<file path="src/rtl/pgc_pkg.sv">
package pgc_pkg;
    localparam int NPIN   = 16;
    localparam int DW     = 32;
    localparam int AW     = 4;
    localparam int CNT_W  = 16;
    localparam logic [7:0] PASSKEY = 8'hA5;

    localparam logic [AW-1:0] OFS_CMD  = 4'h0;
    localparam logic [AW-1:0] OFS_TIME = 4'h4;
    localparam logic [AW-1:0] OFS_WHY  = 4'h8;
    localparam logic [AW-1:0] OFS_PINS = 4'hC;

    typedef struct packed {
        logic [2:0] dbc;
        logic       cal_en;
        logic       tick_en;
    } timing_t;

    typedef struct packed {
        logic [NPIN-1:0] level;
        logic [NPIN-1:0] en;
    } pincfg_t;

    typedef struct packed {
        logic [NPIN-1:0] pins;
        logic            cal;
        logic            tick;
    } cause_t;

    function automatic logic [CNT_W-1:0] dbc_len(input logic [2:0] code);
        case (code)
            3'd0:    return CNT_W'(0);
            3'd1:    return CNT_W'(3);
            3'd2:    return CNT_W'(32);
            3'd3:    return CNT_W'(512);
            3'd4:    return CNT_W'(4096);
            default: return CNT_W'(32768);
        endcase
    endfunction

    function automatic logic [DW-1:0] timing_word(input timing_t t);
        return {5'b0, t.dbc, 6'b0, t.cal_en, t.tick_en, 16'b0};
    endfunction

    function automatic logic [DW-1:0] cause_word(input cause_t c);
        return {c.pins, 10'b0, c.cal, c.tick, 4'b0};
    endfunction
endpackage

</file>
<file path="src/rtl/pgc_filter.sv">
module pgc_filter
    import pgc_pkg::*;
(
    input  logic             clk,
    input  logic             rst,
    input  logic             enable,
    input  logic             level,
    input  logic             pin,
    input  logic [CNT_W-1:0] limit,
    output logic             qual
);
    logic             active;
    logic [CNT_W-1:0] held_q;

    assign active = enable && (pin == level);

    always_ff @(posedge clk) begin
        if (rst || !active)
            held_q <= '0;
        else if (held_q != {CNT_W{1'b1}})
            held_q <= held_q + 1'b1;
    end

    assign qual = active && (held_q >= limit);
endmodule

</file>
<file path="src/rtl/pgc_cause.sv">
module pgc_cause
    import pgc_pkg::*;
(
    input  logic   clk,
    input  logic   rst,
    input  logic   clr,
    input  cause_t set,
    output cause_t cause
);
    always_ff @(posedge clk) begin
        if (rst)
            cause <= '0;
        else
            cause <= (clr ? cause_t'('0) : cause) | set;
    end
endmodule

</file>
<file path="src/rtl/pwr_gate_ctrl.sv">
module pwr_gate_ctrl
    import pgc_pkg::*;
(
    input  logic            clk,
    input  logic            rst,
    input  logic            wr_en,
    input  logic            rd_en,
    input  logic [AW-1:0]   addr,
    input  logic [DW-1:0]   wdata,
    output logic [DW-1:0]   rdata,
    input  logic [NPIN-1:0] wake_pin,
    input  logic            cal_alarm,
    input  logic            tick_alarm,
    output logic            pwr_down
);
    timing_t         timing_q;
    pincfg_t         pincfg_q;
    logic            down_q;
    logic [NPIN-1:0] pin_ok;
    logic [CNT_W-1:0] limit;
    cause_t          evt;
    cause_t          cause;
    logic            wake;
    logic            cmd_ok;
    logic            cal_arm;
    logic            tick_arm;
    logic [DW-1:0]   why_word;

    assign limit    = dbc_len(timing_q.dbc);
    assign cal_arm  = timing_q.cal_en;
    assign tick_arm = timing_q.tick_en;

    always_ff @(posedge clk) begin
        if (rst) begin
            timing_q <= '0;
            pincfg_q <= '0;
        end else if (wr_en) begin
            if (addr == OFS_TIME)
                timing_q <= '{dbc: wdata[26:24], cal_en: wdata[17], tick_en: wdata[16]};
            if (addr == OFS_PINS)
                pincfg_q <= pincfg_t'(wdata);
        end
    end

    for (genvar i = 0; i < NPIN; i++) begin : g_pin
        pgc_filter u_flt (
            .clk    (clk),
            .rst    (rst),
            .enable (pincfg_q.en[i]),
            .level  (pincfg_q.level[i]),
            .pin    (wake_pin[i]),
            .limit  (limit),
            .qual   (pin_ok[i])
        );
    end

    assign evt.pins = pin_ok & {NPIN{down_q}};
    assign evt.cal  = down_q && cal_alarm && timing_q.cal_en;
    assign evt.tick = down_q && tick_alarm && timing_q.tick_en;
    assign wake     = |evt;
    assign cmd_ok   = wr_en && (addr == OFS_CMD) && (wdata[31:24] == PASSKEY) && wdata[0];

    always_ff @(posedge clk) begin
        if (rst)
            down_q <= 1'b0;
        else if (wake)
            down_q <= 1'b0;
        else if (cmd_ok)
            down_q <= 1'b1;
    end

    pgc_cause u_cause (
        .clk   (clk),
        .rst   (rst),
        .clr   (rd_en && (addr == OFS_WHY)),
        .set   (evt),
        .cause (cause)
    );

    assign why_word = cause_word(cause);

    always_comb begin
        case (addr)
            OFS_TIME: rdata = timing_word(timing_q);
            OFS_WHY:  rdata = why_word;
            OFS_PINS: rdata = pincfg_q;
            default:  rdata = '0;
        endcase
    end

    assign pwr_down = down_q;
endmodule

</file>
<file path="config.mk">
export PLATFORM = sky130hd
export DESIGN_NAME = pwr_gate_ctrl
export DESIGN_NICKNAME = d
export VERILOG_FILES = /design/src/rtl/pgc_pkg.sv /design/src/rtl/pgc_filter.sv /design/src/rtl/pgc_cause.sv /design/src/rtl/pwr_gate_ctrl.sv
export SDC_FILE = /design/constraint.sdc
export NUM_CORES = 1
export LEC_CHECK = 0
export ABC_AREA = 1
export BUFFER_PORTS_ARGS = -buffer_cell sky130_fd_sc_hd__buf_2
export CAP_MARGIN = 20
export CORE_MARGIN = 2
export CORE_UTILIZATION = 55
export DETAILED_ROUTE_END_ITERATION = 7
export PLACE_DENSITY = 0.73
export SYNTH_ARGS = -nofsm -noshare
export SYNTH_HDL_FRONTEND = slang
export SYNTH_SLANG_ARGS = --single-unit
</file>
<file path="constraint.sdc">
create_clock -name clk -period 4.4 [get_ports clk]
set_input_delay 0.66 -clock clk [delete_from_list [all_inputs] [get_ports clk]]
set_output_delay 0.66 -clock clk [all_outputs]
set_load 0.05 [all_outputs]
</file>
==> results of run 1 <==
[kinds of logic (layout without fill, tap and decap cells)]
| kind of cell | after synthesis | in the layout | synth area share (%) |
|---|---|---|---|
| fa+ha+maj | 96 | 96 | 6.84 |
| simple gates | 1171 | 1171 | 29.2 |
| flops | 312 | 312 | 35.6 |
| xor+xnor | 86 | 86 | 4.29 |
| other cells | 0 | 2 | 0 |
| buf+inv | 468 | 613 | 10.0 |
| compound gates | 463 | 463 | 14.1 |
[tightest hold or removal path: stages]
cell     delay, ps
buf_2           70
o21ai_0         70
a21oi_1        100
[cells in the mapped netlist (2+ instances only)]
cell	count
nand2_1	489
inv_1	428
dfxtp_1	312
nor2_1	307
a21oi_1	203
o21ai_0	192
nand3_1	153
ha_1	96
nor3_1	93
xor2_1	71
nand4_1	51
clkbuf_1	21
a31oi_1	16
xnor2_1	15
or2_2	13
nor3_2	11
nor4_1	11
clkinv_1	10
a211oi_1	9
nand3b_1	9
o21bai_1	9
o31ai_1	9
inv_2	7
nor3b_1	7
nor2_2	5
o21ai_1	5
o221ai_1	5
nand2_2	4
and2_1	3
and3_1	3
nor2_4	3
o211ai_1	3
o21a_1	3
a221oi_1	2
nand3_2	2
o2111ai_1	2
o311ai_0	2
or2_0	2
[layer usage]
metal	vias up	share of wire, %	GRT usage, %
li1	8705	-	-
met1	7740	45	34.3
met2	443	46	46.0
met3	112	5.7	4.33
met4	0	3.9	11.8
met5	-	0	0.296
[how the worst max path moves through the flow]
stage	startpoint	end	slack (ps)	depth (start not counted)
after detailed placement	addr[1]	rdata[16]	1160	7
after CTS	addr[1]	rdata[16]	1160	7
after floorplan	addr[1]	rdata[20]	1320	6
after global routing	addr[1]	rdata[27]	1030	8
final	addr[1]	rdata[16]	1020	7
after global placement	addr[1]	rdata[16]	1240	7
[through the flow]
step | hold WS [ps] | setup slack (ps) | cell area, um2 | power (uW)
4_1_cts | 396 | 1160 | 19800 | 6270
6_report | 412 | 1020 | 19800 | 6210
2_1_floorplan | 439 | 1320 | 17600 | 2980
5_1_grt | 427 | 1030 | 19800 | 6400
3_5_place_dp | 460 | 1160 | 18500 | 3050
3_3_place_gp | 459 | 1240 | 18500 | 3050
[cell usage in the layout (no fill, tap or decap), types with 39 or more instances in the layout]
| master | netlist | final |
|---|---|---|
| nand2_1 | 489 | 488 |
| inv_1 | 428 | 428 |
| dfxtp_1 | 312 | 312 |
| nor2_1 | 307 | 307 |
| a21oi_1 | 203 | 203 |
| o21ai_0 | 192 | 191 |
| nand3_1 | 153 | 153 |
| ha_1 | 96 | 96 |
| nor3_1 | 93 | 93 |
| buf_2 | 1 | 90 |
| xor2_1 | 71 | 71 |
| nand4_1 | 51 | 51 |
| clkbuf_16 | 0 | 39 |
[power groups by stage]
stage               registers, uW  logic [uW]  clock network (uW)
floorplan                    2900        82.1                   0
global route                 2840         170                3390
CTS                          2840         152                3280
global placement             2900         148                   0
finish                       2840         153                3220
detailed placement           2900         151                   0
[registers in the layout, summed over array words and instances (netlist names)]
name,count
cal_arm,1
g_pin.u_flt.held_q,256
pincfg_q,32
pwr_down,1
tick_arm,1
timing_q,3
u_cause.cause,18
[final cells by class]
type	instances	area, um2
fillers	2942	11700
multi-input cells	1816	9570
flip-flops and latches	312	6250
inverters	445	1670
clock buffers	54	1110
repair buffers	101	533
well taps	402	503
clock inverters	13	175
diodes	2	5.00
==> flow_results.org, run 1 <==
** Outcome
- Result of the run :: finished clean

** Cells and area
- After the last flow step, the layout net total stands at 2867.
- Final non-filler cell total :: 3145
- Fraction of layout instances using a drive strength above 1 :: under 10%
- Area added between synthesis and finish :: 12.8%
- At the end of the flow the core is filled with cells to 62.9%.

** Worst setup path
- Longest individual stage delay on the worst path :: 580 ps
- Crit-path slowest cell :: o221ai_1
- Flop-to-flop setup slack :: approximately 1500 ps
- The endpoint identified for the worst register-to-register timing path is pwr_down$_SDFFE_PP0P_.
- Data arrives at the worst endpoint at 2720 ps.
- The critical path is of the in -> out type.
- Maximum fanout along the worst path :: 18
- Cell breakdown of the critical path :: buf_2, nor2_1, inv_1, nor3_1, inv_1, o221ai_1, buf_2
- The startpoint identified for the worst register-to-register timing path is timing_q[2]$_SDFFE_PP0P_.
- FF-to-FF path depth :: 14
- STA classifies the critical path endpoint as an output port.
- Count of buffering cells on the critical path with inverters included :: 4
- Data required time of the critical path :: 3740 ps
- Category of the worst setup path launch point :: input pin
- In this design, the largest share of critical-path delay is due to buffers and inverters.

** Synth
- A synthesized cell averages 6.77 um2.
- Area share of the largest cell type after synthesis :: a little over a third
- The mapped netlist covers 0.0176 mm2.
- The cell count after synthesis came out at approximately 2600.
- Of the synthesized area, sequential elements account for 35.6%.
- Synth warnings :: 0
- Synth top area cells :: dfxtp_1 36%, nand2_1 10%, inv_1 9.1%, ha_1 6.8%, nor2_1 6.6%
- Biggest area consumer among synthesized cells :: dfxtp_1
- Primary flip-flop cell chosen by synthesis mapping :: dfxtp_1
- In this run, synthesis inferred 0 flip-flops with an integrated enable.
- In this run, synthesis produced a sequential element count of 312.
- After synthesis, the netlist uses 48 different library cells.
- In the synthesized netlist the async set-or-reset flop fraction comes to 0%.
- Nets in the synthesized netlist :: 2750

** Global routing
- Vias in the first global route :: 15900
- The first global-routing pass estimated 75.0 mm of wire.
- Entering global routing, the biggest net connects 40 pins.
- For this run the aggregate overflow at the end of global routing stands at 0.
- Global routing used 27.2% of the available tracks across all layers.
- The number of antenna violations at the first check in global routing came to 2.

** CTS
- TritonCTS clock tree :: done
- Total clock buffers created by CTS :: 37
- CTS built an H-tree with a depth of 2.
- Number of clock sinks :: 312
- Number of buffers inserted by hold repair at cts :: 0
- Gates resized during post-CTS repair numbered 0.
- The later pin in the worst-skew pair is clocked with a latency of about 530 ps.
- After clock tree synthesis, the clock-pin slew on the worst setup and hold paths is 60 ps.
- Clk buf depth :: 3
- Buffers added to address setup during post-CTS repair amount to 0.
- The tree is rooted in a clkbuf_16.

** Drt
- The routed design has 45.8 mm of wire.
- Remaining antenna violation count after routing :: 0
- The pre-antenna-repair detailed-routing pass consisted of 5 iterations.
- In the routed design, unresolved DRC markers number 0.
- For this block, the initial DRC count from the detailed router was 1078.
- Routed WL per cell :: 14.6 um
- Total via count after detailed routing :: 17000
- Dividing the detail-routed via count by the number of cells gives 5.41.

** STA
- Final setup skew :: 18.8 ps
- Endpoints failing setup :: 0
- Final Hold Viols :: 0
- Setup total negative slack on the finished layout was measured at 0 ps.
- Setup repair after global routing missed its margin :: no
- In this run the tightest slew margin relative to its limit is 35.2%.
- Final Slew Violations :: 0
- After layout, the worst path uses approximately three quarters of the clock period.
- At the pin with the least slew margin, the transition time is 971 ps.
- Counting I/O delays and the setup requirement, the final critical path takes 3380 ps.
- F_max :: around 300 MHz

** Power
- Fraction of power consumed by the clock network :: 51.8%
- Sequential group share of total power :: 45.7%
- Leakage power of the design :: 0.00845 uW
- Power share of the combinational group :: 2.5%
- Internal cell power :: between 4000 and 5000 uW
- Net switching power :: 1340 uW
- Net switching is approximately 22% of the power.
- Power Dens Cells :: 314 mW/mm2
- VDD sags by at most around 0.00024 V.

** Floorplanning
- Number of primary I/O pins :: between 90 and 100
- Area of the core :: 0.0315 mm2
- Initial standard-cell utilization of the core :: 55.8%
- Horizontal extent of the die :: 183 um
- The initialized floorplan defines 65 standard-cell rows.
- The die covers 0.0334 mm2.
- In this run the vertical extent of the chip is 183 um.

** Worst hold path
- Min-Delay Path Class :: in -> reg
- Start point of the worst min-delay path :: wdata[13]
- Hold Path Sink :: pincfg_q[13]$_SDFFE_PP0P_
- The worst hold path was traced through 3 stages.

** Placed design
- Including well taps, the total number of placed cells is 3076.
- The HPWL after detailed placement is 33.5 mm.
- Final estimated routing congestion in global placement :: 0.931
- Input and output buffers added on the ports amount to 90.

** Flow run
- Count of max-cap constraint violations :: 0
No activity file was read; power rests on OpenSTA's default activity.
==> run 2: changes to the inputs <==
==> constraint.sdc (replaced) <==
create_clock -name clk -period 3.12 [get_ports clk]
set_input_delay 0.468 -clock clk [delete_from_list [all_inputs] [get_ports clk]]
set_output_delay 0.468 -clock clk [all_outputs]
set_load 0.05 [all_outputs]
==> run 2 against run 1 <==
Worst setup slack got worse by 680 ps; flip-flop and latch count stayed put; global-route usage fell by 0.43 points; first-iteration DRC count decreased by 0.74%; clock-buffer cell count down 2; via count fell by 0.15%; power grew 35%; non-clock buffer count up 15; die area did not move; worst hold slack got worse by 180 ps.
==> flow_results.org, run 2 (same netlist as run 1, synthesis figures left out) <==
** Cells and area
- For this run, the post-layout net count is roughly 2900.
- Regs by FF count :: g_pin.u_flt.held_q x256, pincfg_q x32, u_cause.cause x18
- In the final layout, the share of cells above drive strength 1 is 8.22%.
- Most common library cell in the layout ignoring fill and taps :: nand2_1
- The filler cells instantiated in the layout total 2899.
- Flip-flop count of the largest register after layout :: 256
- Area added between synthesis and finish :: 12.8%
- More flip-flops sit in one register than any other, and that register is g_pin.u_flt.held_q.
- Highest-count cells in the layout ignoring fill and taps :: 488 x nand2_1, 428 x inv_1, 312 x dfxtp_1, 307 x nor2_1, 203 x a21oi_1

** CTS
- CTS root buffer :: clkbuf_16
- CTS saw 312 sinks.
- Clock latency on the worst-skew pair, taken at its later pin, is 520 ps.
- Clock transition at the registers of the reported paths :: 50 ps
- In this run the post-CTS setup repair buffer count came out at 0.
- TritonCTS clock tree :: done
- Number of gates resized after cts :: 0
- Clock tree synthesis inserted a total of 36 buffers.
- Clk buf depth :: 3
- Number of buffers inserted by hold repair at cts :: 0
- The H-tree was split into 2 levels.

** Power
- Net switching power :: 1800 uW
- Power Dens Cells :: approximately 420 mW/mm2
- Cell internal power was estimated by the tool at 6550 uW.
- Power share of the combinational group :: under 10%
- Per report_power, the clock group accounts for 49.4% of the total.
- Net switching is 21.6% of the power.
- In this run the static leakage power is approximately 0.0085 uW.
- Per report_power, the sequential group accounts for 47.9% of the total.
- Across the VDD grid, the largest voltage drop is ~0.00037 V.

** STA
- The final number of hold-violating endpoints came to 0.
- The worst pin sits at a relative slew slack of 45.4%.
- Setup repair after global routing left no endpoint under its margin.
- Setup slack closes at 336 ps.
- Across the routed clock network, the largest skew measured is between 15 and 20 ps.
- Dividing the final minimum period by the clock period gives around nine tenths.
- Final critical path time including I/O delays and setup :: 2780 ps
- Final Slew Violations :: 0
- Worst Max-Slew Pin Slew :: 817 ps
- After routing, the total negative slack on setup checks comes to 0 ps.
- F_max :: ~360 MHz
- Setup violations remaining at the end of the flow were counted as 0.

** Worst setup path
- Maximum fanout along the worst path :: 18
- Signal arrival time at the worst endpoint :: 2320 ps
- Data required time of the critical path :: 2650 ps
- The worst setup path is of the in -> out kind.
- Category of the worst setup path launch point :: input pin
- FF-to-FF path depth :: 16
- STA classifies the critical path endpoint as an output port.

** Placed design
- Once detailed placement completed, the half-perimeter wirelength came to 32.9 mm.
- In this run the tool buffered the top-level ports with 90 buffer cells.
- The congestion estimate from routability-driven global placement came to 0.925.
- Worst setup timing slack at the placement stage :: 371 ps

** Worst hold path
- The worst hold path passes through 3 cells.
- Min-Delay Path Class :: in -> reg

** Outcome
- The run finished with clean final reports.

** Global routing
- Global Route met2 Usage :: 44.8%
- Global routing's busiest layer :: met2
- Routing usage on met1 :: between 30% and 40%
- The number of global-route vias before repair was 15700.
- Global-route track usage on met3 :: between 3 and 4%
- Antenna violations before repair :: 2
- Summed over all layers, the global routing overflow is 0.
- Pin count of the biggest net entering global routing :: 65
- Gr usage total :: 26.8%
- Wire length of the first global-routing pass :: 74.1 mm

** Floorplanning
- The initialized floorplan defines 65 standard-cell rows.
- Initial standard-cell utilization of the core :: 55.8%
- Number of primary I/O pins :: 91
- Area of the core :: 0.0315 mm2
- The die is roughly 180 um tall.
- Area enclosed by the die boundary :: around 0.033 mm2
- Horizontal extent of the die :: 183 um

** Drt
- Post-route DRC violation count :: 0
- For this run, the detailed router's first-pass iteration total came to 6.
- Total via count after detailed routing :: 17000
- In this run, the number of DRC markers left after iteration 0 of detailed routing was 1070.
- Remaining antenna violation count after routing :: 0
- Using the TritonRoute via totals, the vias-per-cell ratio works out to roughly 5.4.
- Routed WL per cell :: roughly 14 um
- Wires add up to 44.8 mm.

** Flow run
- Count of max-cap constraint violations :: 0
## run 2: cell count changes in the layout (fill, tap and decap cells not counted)
cell | previous run | this run
clkinv_4 | 0 | 1
clkbuf_16 | 39 | 37
inv_6 | 2 | 0
buf_12 | 0 | 1
clkbuf_1 | 7 | 5
clkbuf_8 | 8 | 10
bufinv_16 | 4 | 1
diode_2 | 2 | 3
clkinv_2 | 6 | 8
buf_4 | 11 | 25
clkinvlp_4 | 1 | 0
## run 2: final cells by class
| class | count | area [um2] | share of cell area [%] |
|---|---|---|---|
| Sequential cell | 312 | 6250 | 31.5 |
| Timing Repair Buffer | 116 | 658 | 3.32 |
| Tap cell | 402 | 503 | 2.54 |
| Clock buffer | 52 | 1080 | 5.46 |
| Antenna cell | 3 | 7.51 | 0.0379 |
| Multi-Input combinational cell | 1816 | 9570 | 48.3 |
| Clock inverter | 10 | 78.8 | 0.398 |
| Inverter | 445 | 1670 | 8.43 |
## run 2: final timing paths
kind / startpoint / to / slack [ps]
setup / recovery: addr[1] / rdata[31] / 340
setup reg to reg: timing_q[2]$_SDFFE_PP0P_ / pwr_down$_SDFFE_PP0P_ / 510
hold reg to reg: u_cause.cause[11]$_SDFF_PP0_ / u_cause.cause[11]$_SDFF_PP0_ / 470
hold / removal: wdata[22] / pincfg_q[22]$_SDFFE_PP0P_ / 240
## run 2: per-stage QoR
stage	cells	power [uW]	hold WS (ps)	cell area, um2	util, %
after floorplan	2596	4200	439	17600	-
after global placement	3091	4310	451	18600	59.2
after detailed placement	3091	4310	457	18600	59.2
after CTS	3153	8430	220	19800	62.9
after global routing	3155	8650	258	19800	62.9
final	3156	8360	236	19800	63.0
## run 2: power by group through the flow
stage | logic, uW | clock network (uW) | registers (uW)
6_report | 222 | 4130 | 4000
5_1_grt | 247 | 4400 | 4000
4_1_cts | 220 | 4210 | 4000
3_5_place_dp | 218 | 0 | 4090
3_3_place_gp | 215 | 0 | 4090
2_1_floorplan | 116 | 0 | 4090
## run 2: layer usage
| layer | vias up | routed length [um] |
|---|---|---|
| met2 | 396 | 20400 |
| met1 | 7767 | 20300 |
| met4 | 0 | 1590 |
| li1 | 8721 | - |
| met3 | 91 | 2500 |
| met5 | - | 0 |
## run 2: worst max-delay path: stages
cell	delay [ps]
buf_2	100
nor2_1	150
inv_1	100
nor3_1	230
inv_1	420
o21ai_0	490
buf_2	340
==> run 3: changes to the inputs <==
--- a/config.mk
+++ b/config.mk
@@ -8,10 +8,12 @@
 export ABC_AREA = 1
 export BUFFER_PORTS_ARGS = -buffer_cell sky130_fd_sc_hd__buf_2
 export CAP_MARGIN = 20
+export CELL_PAD_IN_SITES_DETAIL_PLACEMENT = 0
+export CELL_PAD_IN_SITES_GLOBAL_PLACEMENT = 1
 export CORE_MARGIN = 2
-export CORE_UTILIZATION = 55
+export CORE_UTILIZATION = 45
 export DETAILED_ROUTE_END_ITERATION = 7
-export PLACE_DENSITY = 0.73
+export PLACE_DENSITY_LB_ADDON = 0.1
 export SYNTH_ARGS = -nofsm -noshare
 export SYNTH_HDL_FRONTEND = slang
 export SYNTH_SLANG_ARGS = --single-unit
==> run 3 against run 2 <==
Clock-buffer cell count is 3 higher; routed wire length up 6.1%; via count is 2.7% lower; critical path type unchanged; maximum frequency decreased by 1.3%; core utilization shrank 11 points; flip-flop and latch count stayed put; cell count up 4.0%; global-route usage is 3.4 points lower; largest cell class unchanged; critical path depth up 1; clock power increased by 12%; largest power group unchanged; non-clock buffer count grew 4.
==> flow_results.org, run 3 (same netlist as run 1, synthesis figures left out) <==
** CTS
- Number of gates resized after cts :: 0
- Clock transition at the registers of the reported paths :: 60 ps
- Buffers inserted to repair hold after CTS numbered 0.
- The H-tree generated during clock tree synthesis spans 2 levels.
- Setup Fix Bufs, Post-CTS :: 0
- CTS root buffer :: clkbuf_16
- TritonCTS created 37 clock buffers.
- Number of clock sinks :: 312
- Clock latency on the worst-skew pair, taken at its later pin, is between 500 and 600 ps.
- The clock passes through at most 3 buffers.
- TritonCTS built the clock tree.

** Floorplanning
- After floorplanning, the core was divided into 72 placement rows.
- During I/O placement, the number of pins put on the boundary was 91.
- The floorplan step defined a die boundary enclosing 0.0406 mm2.
- Horizontal extent of the die :: 202 um
- Floorplan die height :: 202 um
- Area of the core :: 0.0386 mm2
- For this configuration, the core starts out at a cell density of 45.6%.

** Power
- Max IR drop VDD :: around 0.00033 V
- Summed over all nets, the switching power comes to 1940 uW.
- In this run, flip-flops and latches consume 45.3% of the power.
- Power share of the combinational group :: 2.6%
- Internal cell power :: around 6900 uW
- Total power for the finished layout comes to about 8800 uW.
- Power Dens Cells :: around 440 mW/mm2
- In this run the static leakage power is 0.00858 uW.
- Switch share :: 21.9%
- The clock network burns 52.2% of the power.

** Placed design
- Total half-perimeter wirelength after legalization and detailed placement :: 35.3 mm
- Buffers added on ports :: 90
- The placed instances occupy a cell area of 0.0189 mm2.
- The congestion estimate from routability-driven global placement came to between 0.8 and 0.9.

** Cells and area
- The largest registers in the layout are g_pin.u_flt.held_q x256, pincfg_q x32, u_cause.cause x18.
- Layout Nets :: around 2900
- Fraction of layout instances using a drive strength above 1 :: approximately 8.6%
- Register with the highest flop count :: g_pin.u_flt.held_q
- After routing the design area is 0.0202 mm2.
- Compared with the post-synthesis result, the final layout area differs by 14.9%.
- The register with the most flip-flops in the layout has 256 of them.
- Leaving out fill and tap cells, the most frequent cell in the layout is nand2_1.
- Leaving out fill and tap cells, the most frequent cells in the layout are 488 x nand2_1, 428 x inv_1, 312 x dfxtp_1, 307 x nor2_1, 203 x a21oi_1.

** Global routing
- The first global-routing pass estimated a little under 80 mm of wire.
- In the global route stage, overall resource usage came out at a little under a quarter.
- The number of global-route vias before repair came to 15500.
- The number of antenna violations at the first check in global routing is 1.
- For this run the aggregate overflow at the end of global routing stands at 0.
- Entering global routing, the biggest net connects 35 pins.

** STA
- The final number of hold-violating endpoints is 0.
- Share of the clock period used by the worst path :: 90.4%
- Timing would allow up to ~350 MHz.
- Total Neg Setup Slack :: 0 ps
- Measured against its own limit, the worst slew margin works out to 51.4%.
- Worst Max-Slew Pin Slew :: 726 ps
- Final critical path time including I/O delays and setup :: about 2800 ps
- Final Slew Violations :: 0
- Setup violations remaining at the end of the flow were counted as 0.
- Final setup skew :: about 26 ps
- Setup repair after global routing left no endpoint under its margin.

** Worst setup path
- Worst path most repeated cell :: inv_1
- Maximum fanout along the worst path :: 13
- STA classifies the critical path startpoint as an input pin.
- Crit path capture type :: output port
- Cell breakdown of the critical path :: buf_2, nor2_1, inv_1, nor3_1, inv_1, buf_4, o221ai_1, buf_12
- The critical path is of the in -> out type.
- For the worst setup path, the data required time is 2650 ps.
- The largest single stage delay on the critical path is ~400 ps.
- Data arrives at the worst endpoint at around 2400 ps.
- Crit-path slowest cell :: inv_1

** Drt
- Total detailed-routing wirelength :: 47.5 mm
- Routed WL per cell :: 14.5 um
- Remaining antenna violation count after routing :: 0
- For this run, design rule violations remaining after detail routing come to 0.
- For this block, the via count after detailed routing is 16500.
- After the first detailed-routing iteration, the DRC count stood at 825.
- Via/cell ratio :: between 5 and 6
- For this run, the detailed router's first-pass iteration total came to 5.

** Flow run
- Across the run, the number of max-cap violations was 0.

** Outcome
- Result of the run :: finished clean

** Worst hold path
- The min-delay analysis places its worst path in the category in -> reg.
[run 3: changes by cell type in the layout (fill, tap and decap cells not counted), moves of 2 or more]
cell        delta
buf_12         +3
clkbuf_8       +3
buf_4          +2
bufinv_16      +2
clkbuf_1       -2
clkbuf_16      +2
clkinvlp_4     +2
[run 3: per-stage QoR]
step	instances	setup slack (ps)	utilization (%)	hold slack, ps
floorplan	2596	421	-	439
global placement	3211	400	48.9	453
detailed placement	3211	307	48.9	456
CTS	3279	289	52.3	166
global route	3280	143	52.3	204
finish	3281	301	52.4	194
[run 3: per-layer routing]
metal	share of wire, %	wire, um	global-route usage (%)
met1	48	22900	31.3
met2	45	21300	39.0
met3	4.3	2030	2.80
met4	2.6	1240	7.93
met5	0	0	0
[run 3: path summary, 6_finish.rpt]
path | start | endpoint | slack, ps | cells past startpoint
max | addr[1] | rdata[17] | 300 | 8
min | wdata[22] | pincfg_q[22]$_SDFFE_PP0P_ | 190 | 3
max reg2reg | timing_q[3]$_SDFFE_PP0P_ | pwr_down$_SDFFE_PP0P_ | 620 | 15
min reg2reg | u_cause.cause[2]$_SDFF_PP0_ | u_cause.cause[2]$_SDFF_PP0_ | 460 | 2
[run 3: cell type report]
| type | count | area, um2 |
|---|---|---|
| tap | 518 | 648 |
| inverter | 445 | 1670 |
| antenna | 2 | 5.00 |
| clock buffer | 55 | 1170 |
| clock inverter | 13 | 149 |
| timing repair buffer | 120 | 728 |
| fill | 3950 | 18400 |
| sequential | 312 | 6250 |
| multi-input combinational | 1816 | 9570 |
[run 3: worst max-delay path: cells and delay by family]
family	cells	cell delay (ps)
AND/OR/NAND/NOR	2	440
AO/OA/AOI/OAI	1	310
buffers and inverters	5	1110
[run 3: power by group through the flow]
stage	Clock (uW)	Combinational [uW]	Sequential, uW
6_report	4610	228	4000
5_1_grt	4910	256	4000
4_1_cts	4760	229	4000
3_5_place_dp	0	228	4090
3_3_place_gp	0	226	4090
2_1_floorplan	0	116	4090
